<file path="config.mk">
export PLATFORM = sky130hd
export DESIGN_NAME = ctl_ep_sequencer
export DESIGN_NICKNAME = d
export VERILOG_FILES = /design/src/rtl/ctl_ep_pkg.sv /design/src/rtl/ctl_setup_decode.sv /design/src/rtl/ctl_resp_map.sv /design/src/rtl/ctl_stage_fsm.sv /design/src/rtl/ctl_ep_sequencer.sv
export SDC_FILE = /design/constraint.sdc
export NUM_CORES = 1
export LEC_CHECK = 0
export BUFFER_PORTS_ARGS = -buffer_cell sky130_fd_sc_hd__buf_2
export CELL_PAD_IN_SITES_DETAIL_PLACEMENT = 1
export CELL_PAD_IN_SITES_GLOBAL_PLACEMENT = 2
export CORE_MARGIN = 1.5
export CORE_UTILIZATION = 26
export DETAILED_ROUTE_END_ITERATION = 8
export PLACE_DENSITY = 0.77
export SLEW_MARGIN = 25
export SYNTH_ARGS = -nofsm -noshare
export SYNTH_HDL_FRONTEND = slang
export SYNTH_SLANG_ARGS = --single-unit
</file>
<file path="constraint.sdc">
create_clock -name clk -period 1.6 [get_ports clk]
set_input_delay 0.32 -clock clk [delete_from_list [all_inputs] [get_ports clk]]
set_output_delay 0.32 -clock clk [all_outputs]
set_load 0.01 [all_outputs]
</file>
<file path="src/rtl/ctl_ep_pkg.sv">
package ctl_ep_pkg;
  typedef enum logic [1:0] {
    RSP_NAK   = 2'd0,
    RSP_VALID = 2'd1,
    RSP_STALL = 2'd2
  } rsp_e;

  typedef enum logic [2:0] {
    ST_IDLE     = 3'd0,
    ST_DECODE   = 3'd1,
    ST_DATA_IN  = 3'd2,
    ST_DATA_OUT = 3'd3,
    ST_LAST_IN  = 3'd4,
    ST_STAT_IN  = 3'd5,
    ST_STAT_OUT = 3'd6,
    ST_STALLED  = 3'd7
  } stage_e;
endpackage

</file>
<file path="src/rtl/ctl_setup_decode.sv">
module ctl_setup_decode #(
  parameter int LEN_W = 16,
  parameter int MPS   = 64,
  localparam int LOG_MPS = $clog2(MPS),
  localparam int CNT_W = LEN_W - LOG_MPS + 1
) (
  input  logic [63:0]      pkt,
  input  logic [LEN_W-1:0] app_len,
  output logic             dir_in,
  output logic [LEN_W-1:0] req_len,
  output logic [CNT_W-1:0] pkt_cnt
);
  logic [LEN_W-1:0] eff_len;
  logic             part;
  logic             zlp;

  always_comb begin
    dir_in  = pkt[7];
    req_len = pkt[63:48];
    eff_len = (dir_in && (app_len < req_len)) ? app_len : req_len;
    part    = |eff_len[LOG_MPS-1:0];
    zlp     = dir_in && !part && (eff_len < req_len);
    pkt_cnt = CNT_W'(eff_len >> LOG_MPS) + CNT_W'(part) + CNT_W'(zlp);
  end
endmodule

</file>
<file path="src/rtl/ctl_resp_map.sv">
module ctl_resp_map
  import ctl_ep_pkg::*;
#(
  parameter int CNT_W = 11
) (
  input  stage_e           stage,
  input  logic [CNT_W-1:0] remain,
  input  logic             app_done,
  input  logic             had_wr,
  input  logic             tog,
  output rsp_e             in_rsp,
  output rsp_e             out_rsp,
  output logic             data1
);
  always_comb begin
    in_rsp  = RSP_NAK;
    out_rsp = RSP_NAK;
    data1   = tog;
    case (stage)
      ST_DATA_IN: begin
        in_rsp  = RSP_VALID;
        out_rsp = RSP_STALL;
      end
      ST_LAST_IN: begin
        in_rsp  = RSP_VALID;
        out_rsp = RSP_VALID;
      end
      ST_DATA_OUT: begin
        out_rsp = RSP_VALID;
        in_rsp  = (remain == CNT_W'(1)) ? RSP_NAK : RSP_STALL;
      end
      ST_STAT_IN: begin
        in_rsp  = app_done ? RSP_VALID : RSP_NAK;
        out_rsp = had_wr ? RSP_VALID : RSP_STALL;
        data1   = 1'b1;
      end
      ST_STAT_OUT: begin
        in_rsp  = RSP_STALL;
        out_rsp = RSP_VALID;
        data1   = 1'b1;
      end
      ST_STALLED: begin
        in_rsp  = RSP_STALL;
        out_rsp = RSP_STALL;
      end
      default: ;
    endcase
  end
endmodule

</file>
<file path="src/rtl/ctl_stage_fsm.sv">
module ctl_stage_fsm
  import ctl_ep_pkg::*;
#(
  parameter int LEN_W = 16,
  parameter int CNT_W = 11
) (
  input  logic             clk,
  input  logic             rst_n,
  input  logic             tok_setup,
  input  logic             tok_in,
  input  logic             tok_out,
  input  logic             setup_vld,
  input  logic             dec_dir_in,
  input  logic [LEN_W-1:0] dec_len,
  input  logic [CNT_W-1:0] dec_cnt,
  input  logic             hs_ack,
  input  logic             odat_ok,
  input  logic             odat_data1,
  input  logic             app_ok,
  input  logic             app_err,
  output stage_e           stage,
  output logic [CNT_W-1:0] remain,
  output logic             tog,
  output logic             app_done,
  output logic             had_wr,
  output logic             done
);
  stage_e           stage_n;
  logic [CNT_W-1:0] remain_n;
  logic             tog_n, app_done_n, had_wr_n, done_n, en;
  logic             active;

  assign en = tok_setup | tok_in | tok_out | setup_vld | hs_ack |
              odat_ok | app_ok | app_err;
  assign active = (stage != ST_IDLE) && (stage != ST_DECODE) &&
                  (stage != ST_STALLED);

  always_comb begin
    stage_n    = stage;
    remain_n   = remain;
    tog_n      = tog;
    app_done_n = app_done | app_ok;
    had_wr_n   = had_wr;
    done_n     = 1'b0;
    if (tok_setup) begin
      stage_n    = ST_DECODE;
      remain_n   = '0;
      tog_n      = 1'b1;
      app_done_n = 1'b0;
      had_wr_n   = 1'b0;
    end else if (app_err && active) begin
      stage_n = ST_STALLED;
    end else begin
      case (stage)
        ST_DECODE: if (setup_vld) begin
          remain_n = dec_cnt;
          tog_n    = 1'b1;
          had_wr_n = !dec_dir_in && (dec_len != '0);
          if (dec_len == '0)            stage_n = ST_STAT_IN;
          else if (!dec_dir_in)         stage_n = ST_DATA_OUT;
          else if (dec_cnt == CNT_W'(1)) stage_n = ST_LAST_IN;
          else                          stage_n = ST_DATA_IN;
        end
        ST_DATA_IN: begin
          if (hs_ack) begin
            tog_n    = !tog;
            remain_n = remain - CNT_W'(1);
            if (remain == CNT_W'(2)) stage_n = ST_LAST_IN;
          end else if (tok_out) begin
            stage_n = ST_STALLED;
          end
        end
        ST_LAST_IN: if (hs_ack || tok_out) begin
          remain_n = '0;
          stage_n  = ST_STAT_OUT;
        end
        ST_DATA_OUT: begin
          if (odat_ok && (odat_data1 == tog)) begin
            tog_n    = !tog;
            remain_n = remain - CNT_W'(1);
            if (remain == CNT_W'(1)) stage_n = ST_STAT_IN;
          end else if (tok_in && (remain != CNT_W'(1))) begin
            stage_n = ST_STALLED;
          end
        end
        ST_STAT_IN: if (hs_ack && app_done) begin
          stage_n = ST_IDLE;
          done_n  = 1'b1;
        end
        ST_STAT_OUT: if (odat_ok) begin
          stage_n = ST_IDLE;
          done_n  = 1'b1;
        end
        default: ;
      endcase
    end
  end

  always_ff @(posedge clk or negedge rst_n) begin
    if (!rst_n) begin
      stage    <= ST_IDLE;
      remain   <= '0;
      tog      <= 1'b1;
      app_done <= 1'b0;
      had_wr   <= 1'b0;
      done     <= 1'b0;
    end else begin
      done <= done_n;
      if (en) begin
        stage    <= stage_n;
        remain   <= remain_n;
        tog      <= tog_n;
        app_done <= app_done_n;
        had_wr   <= had_wr_n;
      end
    end
  end
endmodule

</file>
<file path="src/rtl/ctl_ep_sequencer.sv">
module ctl_ep_sequencer
  import ctl_ep_pkg::*;
#(
  parameter int LEN_W = 16,
  parameter int MPS   = 64,
  localparam int CNT_W = LEN_W - $clog2(MPS) + 1
) (
  input  logic             clk,
  input  logic             rst_n,
  input  logic             tok_setup,
  input  logic             tok_in,
  input  logic             tok_out,
  input  logic             setup_vld,
  input  logic [63:0]      setup_pkt,
  input  logic [LEN_W-1:0] rd_len,
  input  logic             hs_ack,
  input  logic             odat_ok,
  input  logic             odat_data1,
  input  logic             app_ok,
  input  logic             app_err,
  output logic [1:0]       in_resp,
  output logic [1:0]       out_resp,
  output logic             pid_data1,
  output logic [2:0]       stage,
  output logic             xfer_done
);
  logic [1:0]       rst_sync;
  logic             srst_n;
  logic             dec_dir_in;
  logic [LEN_W-1:0] dec_len;
  logic [CNT_W-1:0] dec_cnt, remain;
  logic             tog, app_done, had_wr;
  stage_e           stage_q;
  rsp_e             in_rsp, out_rsp;

  always_ff @(posedge clk or negedge rst_n) begin
    if (!rst_n) rst_sync <= 2'b00;
    else        rst_sync <= {rst_sync[0], 1'b1};
  end
  assign srst_n = rst_sync[1];

  ctl_setup_decode #(.LEN_W(LEN_W), .MPS(MPS)) u_dec (
    .pkt(setup_pkt), .app_len(rd_len), .dir_in(dec_dir_in),
    .req_len(dec_len), .pkt_cnt(dec_cnt)
  );

  ctl_stage_fsm #(.LEN_W(LEN_W), .CNT_W(CNT_W)) u_fsm (
    .clk(clk), .rst_n(srst_n), .tok_setup(tok_setup), .tok_in(tok_in),
    .tok_out(tok_out), .setup_vld(setup_vld), .dec_dir_in(dec_dir_in),
    .dec_len(dec_len), .dec_cnt(dec_cnt), .hs_ack(hs_ack),
    .odat_ok(odat_ok), .odat_data1(odat_data1), .app_ok(app_ok),
    .app_err(app_err), .stage(stage_q), .remain(remain), .tog(tog),
    .app_done(app_done), .had_wr(had_wr), .done(xfer_done)
  );

  ctl_resp_map #(.CNT_W(CNT_W)) u_map (
    .stage(stage_q), .remain(remain), .app_done(app_done), .had_wr(had_wr),
    .tog(tog), .in_rsp(in_rsp), .out_rsp(out_rsp), .data1(pid_data1)
  );

  assign in_resp  = in_rsp;
  assign out_resp = out_rsp;
  assign stage    = stage_q;
endmodule

</file>
==> results of run 1 <==
-- area by class of cell --
class,count,area share
clock buffers,4,0.0160
inverters,24,0.0202
multi-input cells,328,0.528
flip-flops and latches,20,0.0905
well taps,140,0.0315
repair buffers,225,0.314
-- metal layers --
| layer | GRT usage | vias to the layer above |
|---|---|---|
| met5 | 0 | - |
| met4 | 0.0842 | 0 |
| met3 | 0.0200 | 31 |
| met2 | 0.462 | 93 |
| met1 | 0.266 | 1941 |
| li1 | - | 1873 |
-- cells in the mapped netlist (3+ instances only) --
cell type / n
nor2_1: 37
nand2_1: 35
ha_1: 34
inv_1: 24
a21oi_1: 21
dfrtp_1: 19
nor3_1: 16
o21ai_1: 13
nand3_1: 11
o21ai_0: 11
a21o_1: 10
clkbuf_1: 10
mux2i_1: 10
nand4_1: 9
nor4_1: 9
xnor2_1: 9
mux2_2: 8
nand2b_1: 8
mux2_1: 6
xor2_1: 6
a31oi_1: 5
o22ai_1: 5
a211oi_1: 4
and4_1: 4
o211ai_1: 4
a22o_1: 3
a22oi_1: 3
a32oi_1: 3
and3_1: 3
nor3b_1: 3
o21a_1: 3
-- cell families (layout without fill, tap and decap cells) --
logic type | count (synthesis) | count (layout) | share of synthesized area
AOI/OAI and AO/OA | 103 | 103 | 0.229
buffers and inverters | 38 | 253 | 0.0536
other | 1 | 1 | 0.00126
and+or+nand+nor | 148 | 148 | 0.258
muxes | 26 | 26 | 0.0963
adders and majority gates | 35 | 35 | 0.149
xor gates and xnor gates | 15 | 15 | 0.0440
DFF | 20 | 20 | 0.168
-- report_power, final --
group          switching [uW]  internal [uW]  total [uW]
Combinational            2250           2340        4590
Sequential                152            661         813
Clock                     213            382         595
-- through the flow --
step	power (uW)	hold WS [ns]	instance area [sq um]	instances	setup TNS [ns]
6_report	6000	0.210	5570	741	-39.02
5_1_grt	6400	0.261	5570	741	-41.79
4_1_cts	5650	0.230	5250	735	-37.53
3_5_place_dp	4600	0.109	4670	717	-43.14
3_3_place_gp	4460	0.105	4670	717	-41.36
2_1_floorplan	2650	0.0244	3160	386	-33.68
-- sequential cells by signal, indices dropped and copies added (netlist names) --
signal / count
rst_sync: 2
u_fsm.app_done: 1
u_fsm.done: 1
u_fsm.had_wr: 1
u_fsm.remain: 11
u_fsm.stage: 3
u_fsm.tog: 1
-- cell usage in the layout (no fill, tap or decap), types with 5 or more instances in the layout --
cell type  count
buf_8          6
nand2b_1       6
a21o_1        10
mux2i_1        8
ha_1          17
nor3_2         7
inv_2          5
a21oi_1       15
nor2_1        32
mux2_2         5
nand3_1        9
inv_1         13
o21ai_1       13
nand4_1        9
xnor2_2        5
o21ai_0        7
buf_2         37
mux2_4         7
ha_4          17
nor4_1         7
dfrtp_1       17
buf_6         25
nor3_1         7
nand2_1       30
buf_4        155
a21oi_2        5
-- worst reg2reg max path, stage by stage, from the launching register on --
cell     delay [ns]
dfrtp_1        0.41
nor4_2         0.32
nand4_1        0.19
buf_4          0.18
nand3_1        0.09
a31oi_2        0.12
o32ai_2        0.15
a21o_1         0.26
mux2_2         0.35
a21o_1         0.15
-- worst max-delay path by stage --
stage                     endpoint  cells past startpoint
global placement    u_fsm.stage[1]                     25
detailed placement  u_fsm.stage[1]                     25
finish              u_fsm.stage[1]                     25
floorplan           u_fsm.stage[1]                     26
CTS                 u_fsm.stage[1]                     26
global route        u_fsm.stage[1]                     24
-- timing repair --
item,CTS,global route
endpoints found under the hold margin,2,0
setup endpoints to repair,20,21
hold buffers,1,0
buffers inserted,16,10
pin swaps,47,44
gates resized for setup,86,60
==> flow_summary.toml, run 1 <==
[pwr]
power_density_mw_per_mm2 = 1080
leakagePower_uw = 0.00259
vdd_drop_max_uv = 652

[routing]
drt_wl_total_microns = 14400
met3_length_microns = 423
ant_nets = 0
firstDrtPassIters = 4
viasPerCell = 5.31
drc = 0
drt_iter0_markers = 144
wl_met2_microns = 7660
wire_per_inst_microns = 19.4
top_layer_used = "met4"
met1Wirelength_microns = 5790
routed-via-count = 3938

[outcome]
violations = "negative setup slack"
status = "complete, but fails checks"

[timing]
slew_headroom = 0.660
hold_viol = 0
setup_slack_ns = -3.16
finalCriticalPeriod_ns = 4.76
tightest_slew_ns = 0.505
finClkSkew_ns = 0.00735
finalCritPeriodShare = 2.97
rsz0062_at_grt = "yes"
slew_violations = 0
max_freq_mhz = 210
setup_viol = 20

[synth]
synth_top_cell_by_area = "dfrtp_1"
seq_area_frac_synth = 0.168
synth_cells = 386
synthesis.nets = 512
dominantRegCellSynth = "dfrtp_1"
yosys.area.top_type_share = 0.159
async_flop_share = 1.00
synth_edf_count = 0
yosysUniqueCellTypes = 63
synth_area_leaders = "dfrtp_1, ha_1, nor2_1"
syn_avg_cell_area_sq_um = 7.74
ys_ff_latch = 20
synth-warning-count = 0
netlist_area_sq_mm = 0.00299

[grt]
grt_pass1_vias = 4442
grt_usage = 0.237
grt_pass1_wl_microns = 22200
grt.overflow.total = 0
grt_max_degree = 19
antenna_found_initial = 0

[critical_path]
startpoint_type = "primary input"
cp-startpoint = "rd_len[12]"
path_class = "in -> reg"
regToRegSetupSlack_ns = -0.73
cp_slowest_stage_delay_ns = 0.33
cp_data_required_time_ns = 1.74
end_kind = "flop"
timing.critical_path.mode_cell = "a21o_1"
worst-path-buf-inv = 2
cp.arrival_ns = 4.90
reg2reg_depth = 9
crit_family = "compound AO/OA/AOI/OAI gates"
r2r-start = "u_fsm.remain[10]"
cpMaxStageDelayCell = "fa_2"
r2r_end = "u_fsm.stage[2]"
cp_max_fo = 4

[placement]
hpwl_microns = 10800
dp_worst_setup_slack_ns = -3.67
port_buffers = 52
gp_congestion = 0.947

[clock_network]
insertion_delay_ns = 0.26
cts-root-buf = "clkbuf_16"
path_clk_slew_ns = 0.06
cts_buffers = 3
htree_levels = 1
cts_tree = "done"
clkSinkCount = 20
clock_path_buffers = 2

[final_layout]
n_antenna_cell = 0
areaGrowthSynthToFinish_pct = 86.4
multi_input_area_sq_mm = 0.00294
fillers = 1305
postLayoutCoreUtil = 0.505
regArea_sq_um = 504
drive_gt1_frac = 0.561
fin_nets = 728

[floorplan]
dieHeight_microns = 110
die_x_microns = 110
core_area_sq_mm = 0.0110
io_pins = 100
rows = 38
die_area_sq_mm = 0.0121
start_util = 0.271

[run]
maxCapViolations = 0

[hold_path]
hp-class = "reg -> async"
No activity file was read; power rests on OpenSTA's default activity.
==> run 2, diff against run 1 <==
PLACE_DENSITY = 0.8   (was 0.77)
==> flow_summary.toml, run 2 (synthesis gave the netlist of run 1 again) <==
[timing]
max_freq_mhz = 209
tightest_slew_ns = 0.684
slew_headroom = 0.543
hold_viol = 0
setup_viol = 20
rsz0062_at_grt = "yes"
slew_violations = 0
finClkSkew_ns = 0.00700
setup_slack_ns = -3.18
finalCriticalPeriod_ns = 4.78
finalCritPeriodShare = 2.99

[final_layout]
drive_gt1_frac = 0.599
final_cell_mix = "buf_4, buf_6, nor2_1"
regArea_sq_um = 505
multi_input_area_sq_mm = 0.00302
layout_commonest_cell = "buf_4"
areaGrowthSynthToFinish_pct = 93.7
reg.largest.list = "u_fsm.remain: 11 flops, u_fsm.stage: 3 flops, rst_sync: 2 flops"
largest_reg_flops = 11
top_register = "u_fsm.remain"
n_antenna_cell = 0
fin_nets = 733
fillers = 1277
layout.cells.non_filler = 746

[routing]
met1Wirelength_microns = 5990
routed-via-count = 3995
drt_wl_total_microns = 14800
wl_met2_microns = 7850
met3_length_microns = 417
drt_iter0_markers = 131
viasPerCell = 5.36
ant_nets = 0
top_layer_used = "met4"
drc = 0
firstDrtPassIters = 4
wire_per_inst_microns = 19.9

[critical_path]
cpMaxStageDelayCell = "fa_2"
cp.arrival_ns = 4.91
worst-path-buf-inv = 5
end_kind = "flop"
cp_max_fo = 14
crit_chain = "buf_6 -> inv_2 -> ha_4 -> nand4_1 -> nor3_2 -> o211ai_2 -> nand4_4 -> buf_4 -> buf_12 -> mux2_4 -> ha_4 -> nand4_1 -> nor2_1 -> o2111ai_1 -> a211oi_2 -> nor3_2 -> fa_2 -> ha_4 -> clkbuf_4 -> nor3_2 -> mux2i_1 -> a2111oi_2 -> o221a_2 -> o211ai_1"
path_class = "in -> reg"
cp_slowest_stage_delay_ns = 0.41
startpoint_type = "primary input"
crit_family = "compound AO/OA/AOI/OAI gates"
cp_data_required_time_ns = 1.73

[clock_network]
clkSinkCount = 20
path_clk_slew_ns = 0.07
clock_path_buffers = 2
cts-root-buf = "clkbuf_16"
cts_tree = "done"
cts_buffers = 3
htree_levels = 1
insertion_delay_ns = 0.26

[run]
maxCapViolations = 0

[pwr]
leakagePower_uw = 0.00266
power_density_mw_per_mm2 = 1070
power_uw = 6220
vdd_drop_max_uv = 837

[grt]
antenna_found_initial = 0
grt.overflow.total = 0
grt_pass1_wl_microns = 22000
grt_max_degree = 19
grt_pass1_vias = 4378
grt_usage = 0.237

[placement]
gp_congestion = 0.916
dp_cells = 719
hpwl_microns = 10700
port_buffers = 52

[outcome]
status = "complete, but fails checks"
violations = "negative setup slack"

[floorplan]
die_area_sq_mm = 0.0121
io_pins = 100
rows = 38
die_x_microns = 110
start_util = 0.271
dieHeight_microns = 110
core_area_sq_mm = 0.0110

[hold_path]
hp-class = "reg -> async"
## run 2: changes by cell type in the layout (fill, tap and decap cells not counted), sizes merged
cell    change
buf         +4
bufinv      +1
## run 2: where the power goes
part / leakage [uW] / switching, uW / total, uW / internal (uW)
Sequential: 0.000251 / 191 / 855 / 663
Combinational: 0.00236 / 2280 / 4650 / 2370
Clock: 0.0000511 / 218 / 715 / 497
## run 2: worst paths after layout
path                             startpoint             end  slack [ns]  depth (start not counted)
max                           setup_pkt[58]  u_fsm.stage[1]       -3.18                         24
min                             rst_sync[1]  u_fsm.stage[1]        0.21                          1
max reg2reg                u_fsm.remain[10]  u_fsm.stage[2]       -0.64                          9
min reg2reg                     rst_sync[1]  u_fsm.stage[1]        0.21                          1
max in group asynchronous       rst_sync[1]       u_fsm.tog        1.11                          1
min in group clk                rst_sync[0]     rst_sync[1]        0.37                          0
## run 2: layer usage
metal	track usage	vias up
li1	-	1881
met1	0.263	1970
met2	0.469	110
met3	0.0141	34
met4	0.0852	0
met5	0	-
## run 2: metrics by stage
step	setup TNS [ns]	utilization	area [sq um]	hold slack (ns)	setup slack, ns
CTS	-36.81	0.489	5400	0.223	-2.98
finish	-37.77	0.525	5790	0.215	-3.18
detailed placement	-42.66	0.424	4670	0.110	-3.57
global route	-40.56	0.525	5790	0.239	-3.32
global placement	-40.67	0.424	4670	0.104	-3.45
floorplan	-33.68	-	3160	0.0244	-3.02
## run 2: final cells by class
type,count,share of cell area
Multi-Input combinational cell,328,0.522
Timing Repair Buffer,230,0.322
Sequential cell,20,0.0874
Tap cell,140,0.0303
Inverter,24,0.0199
Clock buffer,3,0.0130
Clock inverter,1,0.00519
## run 2: worst register-to-register path, delay by kind of cell, from the launching register on
| family | cells | cell delay [ns] |
|---|---|---|
| compound gates | 4 | 0.63 |
| simple gates | 3 | 0.56 |
| flops | 1 | 0.41 |
| mux | 1 | 0.36 |
| buf+inv | 1 | 0.17 |
## run 2: timing repair
action | 4_1_cts | 5_1_grt
hold buffers | 1 | 0
setup endpoints to repair | 20 | 20
hold endpoints to repair | 2 | 0
pin swaps | 57 | 38
resized for setup | 120 | 71
cloned | 0 | 0
setup buffers | 13 | 11
